## config.mk

```make
export PLATFORM = sky130hd
export DESIGN_NAME = angle_pwm_encoder
export DESIGN_NICKNAME = d
export VERILOG_FILES = /design/src/rtl/apwm_pkg.sv /design/src/rtl/apwm_frame_counter.sv /design/src/rtl/apwm_section_decode.sv /design/src/rtl/apwm_sample_hold.sv /design/src/rtl/angle_pwm_encoder.sv
export SDC_FILE = /design/constraint.sdc
export NUM_CORES = 1
export LEC_CHECK = 0
export BUFFER_PORTS_ARGS = -buffer_cell sky130_fd_sc_hd__buf_2
export CAP_MARGIN = 15
export CORE_UTILIZATION = 55
export DETAILED_ROUTE_END_ITERATION = 10
export GPL_ROUTABILITY_DRIVEN = 1
export GPL_TIMING_DRIVEN = 0
export HOLD_SLACK_MARGIN = 0.05
export PLACE_DENSITY = 0.75
export SLEW_MARGIN = 5
export SYNTH_ARGS = -nofsm -noshare
export SYNTH_HDL_FRONTEND = slang
export SYNTH_HIERARCHICAL = 1
export SYNTH_SLANG_ARGS = --single-unit
export TNS_END_PERCENT = 10
```

## constraint.sdc

```tcl
create_clock -name clk -period 4.9 [get_ports clk]
set_input_delay 0.49 -clock clk [delete_from_list [all_inputs] [get_ports clk]]
set_output_delay 0.49 -clock clk [all_outputs]
set_load 0.02 [all_outputs]
```

## src/rtl/apwm_pkg.sv

```systemverilog
package apwm_pkg;

  typedef enum logic [1:0] {
    SEC_INIT = 2'd0,
    SEC_STAT = 2'd1,
    SEC_DATA = 2'd2,
    SEC_EXIT = 2'd3
  } sec_e;

  // Total ticks in one frame from its four section lengths.
  function automatic int unsigned frame_ticks(int unsigned init_len, int unsigned stat_len,
                                              int unsigned data_len, int unsigned exit_len);
    return init_len + stat_len + data_len + exit_len;
  endfunction

  // Level driven for one tick, given the section and the captured inputs.
  function automatic logic sec_level(sec_e sec, logic fault, logic [31:0] data_idx,
                                     logic [31:0] angle);
    case (sec)
      SEC_INIT: return 1'b1;
      SEC_STAT: return !fault;
      SEC_DATA: return !fault && (data_idx < angle);
      default:  return 1'b0;
    endcase
  endfunction

endpackage

```

## src/rtl/apwm_frame_counter.sv

```systemverilog
module apwm_frame_counter #(
  parameter int unsigned FRAME_LEN = 4119,
  parameter int unsigned POS_W     = 13
) (
  input  logic             clk,
  input  logic             rst_n,
  input  logic             tick_i,
  output logic [POS_W-1:0] pos_o,
  output logic             first_o,
  output logic             last_o
);
  localparam logic [POS_W-1:0] LAST_POS = POS_W'(FRAME_LEN - 1);

  logic [POS_W-1:0] pos_q;

  always_ff @(posedge clk) begin
    if (!rst_n)      pos_q <= '0;
    else if (tick_i) pos_q <= (pos_q == LAST_POS) ? '0 : pos_q + 1'b1;
  end

  assign pos_o   = pos_q;
  assign first_o = (pos_q == '0);
  assign last_o  = (pos_q == LAST_POS);

  // the last position is followed by the first one
  p_wrap_r2: assert property (@(posedge clk) disable iff (!rst_n)
    tick_i && last_o |=> first_o);
  // the position never leaves the frame
  p_in_range_r2: assert property (@(posedge clk) disable iff (!rst_n)
    pos_o <= LAST_POS);
endmodule

```

## src/rtl/apwm_section_decode.sv

```systemverilog
module apwm_section_decode
  import apwm_pkg::*;
#(
  parameter int unsigned INIT_LEN = 12,
  parameter int unsigned STAT_LEN = 4,
  parameter int unsigned DATA_LEN = 4095,
  parameter int unsigned POS_W    = 13
) (
  input  logic [POS_W-1:0] pos_i,
  output sec_e             sec_o,
  output logic [POS_W-1:0] data_idx_o
);
  localparam logic [POS_W-1:0] END_INIT = POS_W'(INIT_LEN);
  localparam logic [POS_W-1:0] END_STAT = POS_W'(INIT_LEN + STAT_LEN);
  localparam logic [POS_W-1:0] END_DATA = POS_W'(INIT_LEN + STAT_LEN + DATA_LEN);

  always_comb begin
    if (pos_i < END_INIT)      sec_o = SEC_INIT;
    else if (pos_i < END_STAT) sec_o = SEC_STAT;
    else if (pos_i < END_DATA) sec_o = SEC_DATA;
    else                       sec_o = SEC_EXIT;
    data_idx_o = pos_i - END_STAT;
  end
endmodule

```

## src/rtl/apwm_sample_hold.sv

```systemverilog
module apwm_sample_hold #(
  parameter int unsigned ANG_W = 12
) (
  input  logic             clk,
  input  logic             rst_n,
  input  logic             load_i,
  input  logic [ANG_W-1:0] angle_i,
  input  logic             err_i,
  output logic [ANG_W-1:0] angle_o,
  output logic             err_o
);
  logic [ANG_W-1:0] angle_q;
  logic             err_q;

  always_ff @(posedge clk) begin
    if (!rst_n) begin
      angle_q <= '0;
      err_q   <= 1'b0;
    end else if (load_i) begin
      angle_q <= angle_i;
      err_q   <= err_i;
    end
  end

  // On the first tick the live inputs are used; the held copy covers the rest.
  assign angle_o = load_i ? angle_i : angle_q;
  assign err_o   = load_i ? err_i   : err_q;

  // without a load the captured values do not move
  p_hold_r8: assert property (@(posedge clk) disable iff (!rst_n)
    !load_i |=> $stable(angle_q) && $stable(err_q));
endmodule

```

## src/rtl/angle_pwm_encoder.sv

```systemverilog
module angle_pwm_encoder
  import apwm_pkg::*;
#(
  parameter int unsigned ANG_W    = 12,
  parameter int unsigned INIT_LEN = 12,
  parameter int unsigned STAT_LEN = 4,
  parameter int unsigned EXIT_LEN = 8
) (
  input  logic             clk,
  input  logic             rst_n,
  input  logic             tick_i,
  input  logic [ANG_W-1:0] angle_i,
  input  logic             err_i,
  output logic             pwm_o,
  output logic             frame_start_o
);
  localparam int unsigned DATA_LEN  = (1 << ANG_W) - 1;
  localparam int unsigned FRAME_LEN = frame_ticks(INIT_LEN, STAT_LEN, DATA_LEN, EXIT_LEN);
  localparam int unsigned POS_W     = $clog2(FRAME_LEN + 1);

  logic [POS_W-1:0] pos;
  logic             at_first;
  logic             at_last;
  sec_e             sec;
  logic [POS_W-1:0] data_idx;
  logic [ANG_W-1:0] eff_angle;
  logic             eff_err;
  logic             level_next;
  logic             load_now;
  logic             pwm_q;
  logic             start_q;

  assign load_now = tick_i && at_first;

  apwm_frame_counter #(.FRAME_LEN(FRAME_LEN), .POS_W(POS_W)) u_cnt (
    .clk(clk), .rst_n(rst_n), .tick_i(tick_i),
    .pos_o(pos), .first_o(at_first), .last_o(at_last)
  );

  apwm_section_decode #(.INIT_LEN(INIT_LEN), .STAT_LEN(STAT_LEN),
                        .DATA_LEN(DATA_LEN), .POS_W(POS_W)) u_dec (
    .pos_i(pos), .sec_o(sec), .data_idx_o(data_idx)
  );

  apwm_sample_hold #(.ANG_W(ANG_W)) u_hold (
    .clk(clk), .rst_n(rst_n), .load_i(load_now),
    .angle_i(angle_i), .err_i(err_i),
    .angle_o(eff_angle), .err_o(eff_err)
  );

  assign level_next = sec_level(sec, eff_err, 32'(data_idx), 32'(eff_angle));

  always_ff @(posedge clk) begin
    if (!rst_n) begin
      pwm_q   <= 1'b0;
      start_q <= 1'b0;
    end else begin
      start_q <= load_now;
      if (tick_i) pwm_q <= level_next;
    end
  end

  assign pwm_o         = pwm_q;
  assign frame_start_o = start_q;

  // outputs stay quiet while reset is held
  p_reset_quiet_r1: assert property (@(posedge clk)
    !rst_n |=> !pwm_o && !frame_start_o);
  // without a tick the output holds and no frame start is flagged
  p_idle_hold_r9: assert property (@(posedge clk) disable iff (!rst_n)
    !tick_i |=> $stable(pwm_o) && !frame_start_o);
  // the first shown tick of a frame is high
  p_start_high_r3: assert property (@(posedge clk) disable iff (!rst_n)
    frame_start_o |-> pwm_o);
  // the status run carries the inverted captured fault
  p_status_r4: assert property (@(posedge clk) disable iff (!rst_n)
    tick_i && sec == SEC_STAT |=> pwm_o == !$past(eff_err));
  // a captured fault blanks the data run
  p_fault_blank_r6: assert property (@(posedge clk) disable iff (!rst_n)
    tick_i && sec == SEC_DATA && eff_err |=> !pwm_o);
  // the closing run is low
  p_exit_low_r7: assert property (@(posedge clk) disable iff (!rst_n)
    tick_i && sec == SEC_EXIT |=> !pwm_o);
  // a frame start follows the tick that wraps the frame
  p_back_to_back_r2: assert property (@(posedge clk) disable iff (!rst_n)
    tick_i && at_last ##1 tick_i |=> frame_start_o);
endmodule

```

---- Word-level counts from Yosys, hierarchy flattened ----
Cells that the tools add are included.
word-level totals
  register bits after elaboration ......... 28
  bits of input ports ..................... 16
  output and inout bits ................... 2
  logic and storage cells ................. 26
operators by class
  add/sub/neg operators ................... 2
  order comparisons ....................... 4
  equality and inequality tests ........... 3
  muxes and demuxes ....................... 7
  reductions and logical operators ........ 5
operators by type and width
  cell                                                                           count
  13-bit by 1-bit adder with 13-bit output, second input constant                1
  13-bit == test, second input constant                                          1
  13-bit zero test                                                               1
  13-bit by 12-bit less-than comparator with 1-bit output                        1
  13-bit less-than comparator, second input constant                             1
  13-bit by 4-bit less-than comparator with 1-bit output, second input constant  1
  13-bit by 5-bit less-than comparator with 1-bit output, second input constant  1
  13-bit 2-to-1 mux                                                              1
  13-bit by 5-bit subtractor with 13-bit output, second input constant           1
  12-bit 2-to-1 mux                                                              1
  2-bit 2-to-1 mux                                                               2
  1-bit one-hot mux with 3 select lines                                          1
  2-bit by 1-bit == test with 1-bit output, second input constant                1
  2-bit == test, second input constant                                           1
  1-bit logical AND                                                              2
  2-bit zero test                                                                1
  1-bit 2-to-1 mux                                                               2
  1-bit zero test                                                                1

---- Longest topological paths before layout ----
  word-level depth ........................ 6
  gate-level depth with buffers ........... 13
  depth with buffers taken out ............ 12

---- Cells and area by module ----
Netlist, hierarchy kept.
by module, submodules not included
  module               instances  cells an instance  area an instance (um^2)  seq. area each (um^2)
  apwm_frame_counter   1          79                 691.9                    260.2
  apwm_sample_hold     1          41                 543.0                    260.2
  angle_pwm_encoder    1          45                 386.6                    40.0
  apwm_section_decode  1          32                 216.5                    0.0

---- Least setup slack after synthesis ----
No wires, ideal clock.
  path type ............................... register to register
  start ................................... register u_cnt.pos_q[3] (netlist: u_cnt/pos_o[3])
  end ..................................... register pwm_q (netlist: pwm_o)
  library setup time ...................... 0.079 ns
  data arrival time ....................... 2.832 ns
  required time ........................... 4.821 ns
  slack ................................... 1.989 ns
  stages on the path, launching flop included .. 14
  path buffers ............................ 2
  period minus slack after synthesis ...... 2.911 ns
  path through ............................ dfxtp_1 > buf_6 > nor4_2 > nand2_1 > nor4_1 > and2_1 > buf_6 > mux2_4 > inv_1 > ha_1 > a21o_1 > a2111oi_4 > a21boi_1 > o211ai_1
between the ends
  word-level cells in the longest chain between the ends .. 6
  elaborated cells between the ends (all ways) .. 18
  classes of those cells .................. 1 x add/sub; 4 x order compare; 2 x eq/ne; 6 x mux; 5 x reduce/logical
ends and longest elaborated chain
  item                                                     RTL line                  text
  start, declared                                          apwm_frame_counter.sv:14  logic [POS_W-1:0] pos_q;
  start signal, assigned                                   apwm_frame_counter.sv:18  else if (tick_i) pos_q <= (pos_q == LAST_POS) ? '0 : pos_q + 1'b1;
  13-bit zero test                                         apwm_frame_counter.sv:22  assign first_o = (pos_q == '0);
  net at_first                                             angle_pwm_encoder.sv:22   logic at_first;
  1-bit logical AND                                        angle_pwm_encoder.sv:33   assign load_now = tick_i && at_first;
  net load_now                                             angle_pwm_encoder.sv:29   logic load_now;
  12-bit 2-to-1 mux                                        -
  net eff_angle[10]                                        angle_pwm_encoder.sv:26   logic [ANG_W-1:0] eff_angle;
  13-bit by 12-bit less-than comparator with 1-bit output  apwm_pkg.sv:22            SEC_DATA: return !fault && (data_idx < angle);
  1-bit logical AND                                        apwm_pkg.sv:22
  1-bit one-hot mux with 3 select lines                    apwm_pkg.sv:19            case (sec)
  end signal, assigned                                     angle_pwm_encoder.sv:59   if (tick_i) pwm_q <= level_next;
  end, declared                                            angle_pwm_encoder.sv:30   logic pwm_q;
The timed path passes the listed nets, and every way through them passes these cells.
A chain may end at the register's enable or synchronous reset.

---- Worst setup path after layout ----
  start ................................... register u_cnt.pos_q[8] (netlist: u_cnt/pos_o[8])
  end ..................................... register pwm_q (netlist: pwm_o)
Same word-level chain as after synthesis.

==> out/metrics.cfg <==
[outcome]
outcome = finished, final reports clean

[floorplanning]
start_util_pct = 59.1
core.rowCount = 20
ios = 18
die-area_sq_mm = 0.00357
die_w_um = 59.7
coreArea_sq_mm = 0.00310
dieHeight_um = 59.7

[setup_path]
slowest_delay_ns = 0.44
worstPathArrival_ns = 3.71
critPathMaxFanout = 10
worst-path-stages = 12
crit_required_ns = 5.16
critPathTopFamily = simple AND/OR/NAND/NOR gates
critPathCaptureType = register
crit_type = register to register
crit_chain = nor4_1, nand2_1, nor4_1, and2_1, buf_6, mux2_4, inv_1, ha_1, a21o_1, a2111oi_4, o2111ai_1, o211ai_1
crit_top_cell = nor4_1
crit_buf_inv = 2
crit_slowest_cell = dfxtp_1
reg2reg_slack_ns = 1.45
reg2regPathDepth = 12
cp-start-kind = register

[clocking]
cts_buffers = 3
ctsResizeCount = 0
cts_max_path_buffers = 2
cts_hold_buf = 0
clock_latency_ns = 0.33
cts.sinks = 28
htreeDepth = 1
root_buffer = clkbuf_4
clkTransAtPathRegs_ns = 0.15
tritoncts = built
post_cts_buffers = 0

[final_layout]
layout-drive-gt1-share_pct = 23.0
final_common_cell = dfxtp_1
most-common-layout-cells = dfxtp_1 (28), buf_2 (19), inv_1 (18), nor2_1 (18), ha_1 (15)
fill_cells = 296
insertedDiodeCount = 0
layout.nets = 249
fin_util_pct = 64.8
area_growth_pct = 9.62

[worst_hold_path]
hold_path.class = primary input to register
worstHoldPathCells = 2

[sta]
clock_skew_ns = 0.00252
report.final.slew_viol_count = 0
fin_worst_hold_slack_ns = 0.452
fin_tns_setup_ns = 0
hold_viol_final = 0
fin_crit_sh_pct = 70.3
clock.fmax_ghz = 0.290
rsz0062_at_grt = no
setup_viol = 0
relSlewSlack_pct = 70.5
worstMarginPinSlew_ns = 0.438
layout_min_cycle_time_ns = 3.45

[placed_design]
port_buffers = 17
gp_congestion = 0.817
place_hpwl_um = 2560

[synthesis]
yosysWarnings = 6
synth_cells = 196
synth_nets = 227
avgSynthCellArea_sq_um = 9.35
syn-cell-area_sq_mm = 0.00183

[routing]
firstDrtPassIters = 4
vias = 1364
drtAntennaViolNets = 0
via_per_inst = 5.23
drc = 0
drtIter0Drc = 53
wl_um = 3320
detail_route.wl_per_cell_um = 12.7

[grt]
grtUsageMet1_pct = 26.2
use_met3_pct = 1.95
gr-usage-met2_pct = 34.9
grt_pass1_wl_um = 5520
grtUsageTotal_pct = 20.4
overflow = 0
grt_start_max_net_pins = 16
grt.busiest_layer = met2
antenna_found_initial = 0
grt_pass1_vias = 1342

[pwr]
p_leak_nw = 0.863
power_density_mw_per_mm2 = 228
irDropWorstVdd_mv = 0.105

[flow_run]
drv_cap = 0

final cells by class:
type                            instances  area (sq um)  area share (%)
Multi-Input combinational cell        139          1120            55.9
Sequential cell                        28           561            27.9
Timing Repair Buffer                   17          85.1            4.23
Buffer                                 11          81.3            4.05
Inverter                               18          67.6            3.36
Tap cell                               44          55.1            2.74
Clock buffer                            4          36.3            1.81
where the power goes:
group	switching [W]	internal (W)	leakage, nW	total, W
Clock	0.0000686	0.0000455	0.0210	0.000114
Sequential	0.00000559	0.000239	0.228	0.000245
Combinational	0.0000457	0.0000540	0.614	0.0000998
registers in the layout, summed over array words and instances, names as in the netlist:
signal,flops
frame_start_o,1
u_cnt/pos_o,13
pwm_o,1
u_hold/err_q,1
u_hold/angle_q,12
per-stage QoR:
| step | power (W) | std cells | area [sq um] | setup WS (ns) |
|---|---|---|---|---|
| floorplan | 0.000325 | 196 | 1830 | 2.01 |
| global placement | 0.000344 | 257 | 1970 | 1.54 |
| detailed placement | 0.000350 | 257 | 1970 | 1.49 |
| CTS | 0.000466 | 261 | 2010 | 1.46 |
| global route | 0.000484 | 261 | 2010 | 1.29 |
| finish | 0.000459 | 261 | 2010 | 1.45 |
metal layers:
metal / share of wire (%) / vias up / routed length (um)
met5: 0 / - / 0
li1: - / 705 / -
met1: 47 / 635 / 1570
met4: 1.2 / 0 / 40
met3: 2.6 / 4 / 87
met2: 49 / 20 / 1620
worst reg2reg max path, stage by stage (launching register included):
cell and delay, ns:
dfxtp_1 0.44, nor4_1 0.32, nand2_1 0.15, nor4_1 0.42
and2_1 0.31, buf_6 0.21, mux2_4 0.32, inv_1 0.07
ha_1 0.24, a21o_1 0.19, a2111oi_4 0.41, o2111ai_1 0.18
o211ai_1 0.13
path summary, 6_finish.rpt:
check / to / start
worst max-delay path: pwm_o / u_cnt/pos_o[8]
worst min-delay path: frame_start_o / tick_i
worst max register to register: pwm_o / u_cnt/pos_o[8]
worst min register to register: pwm_o / pwm_o
Note: power is estimated with default switching activity, not from simulation.
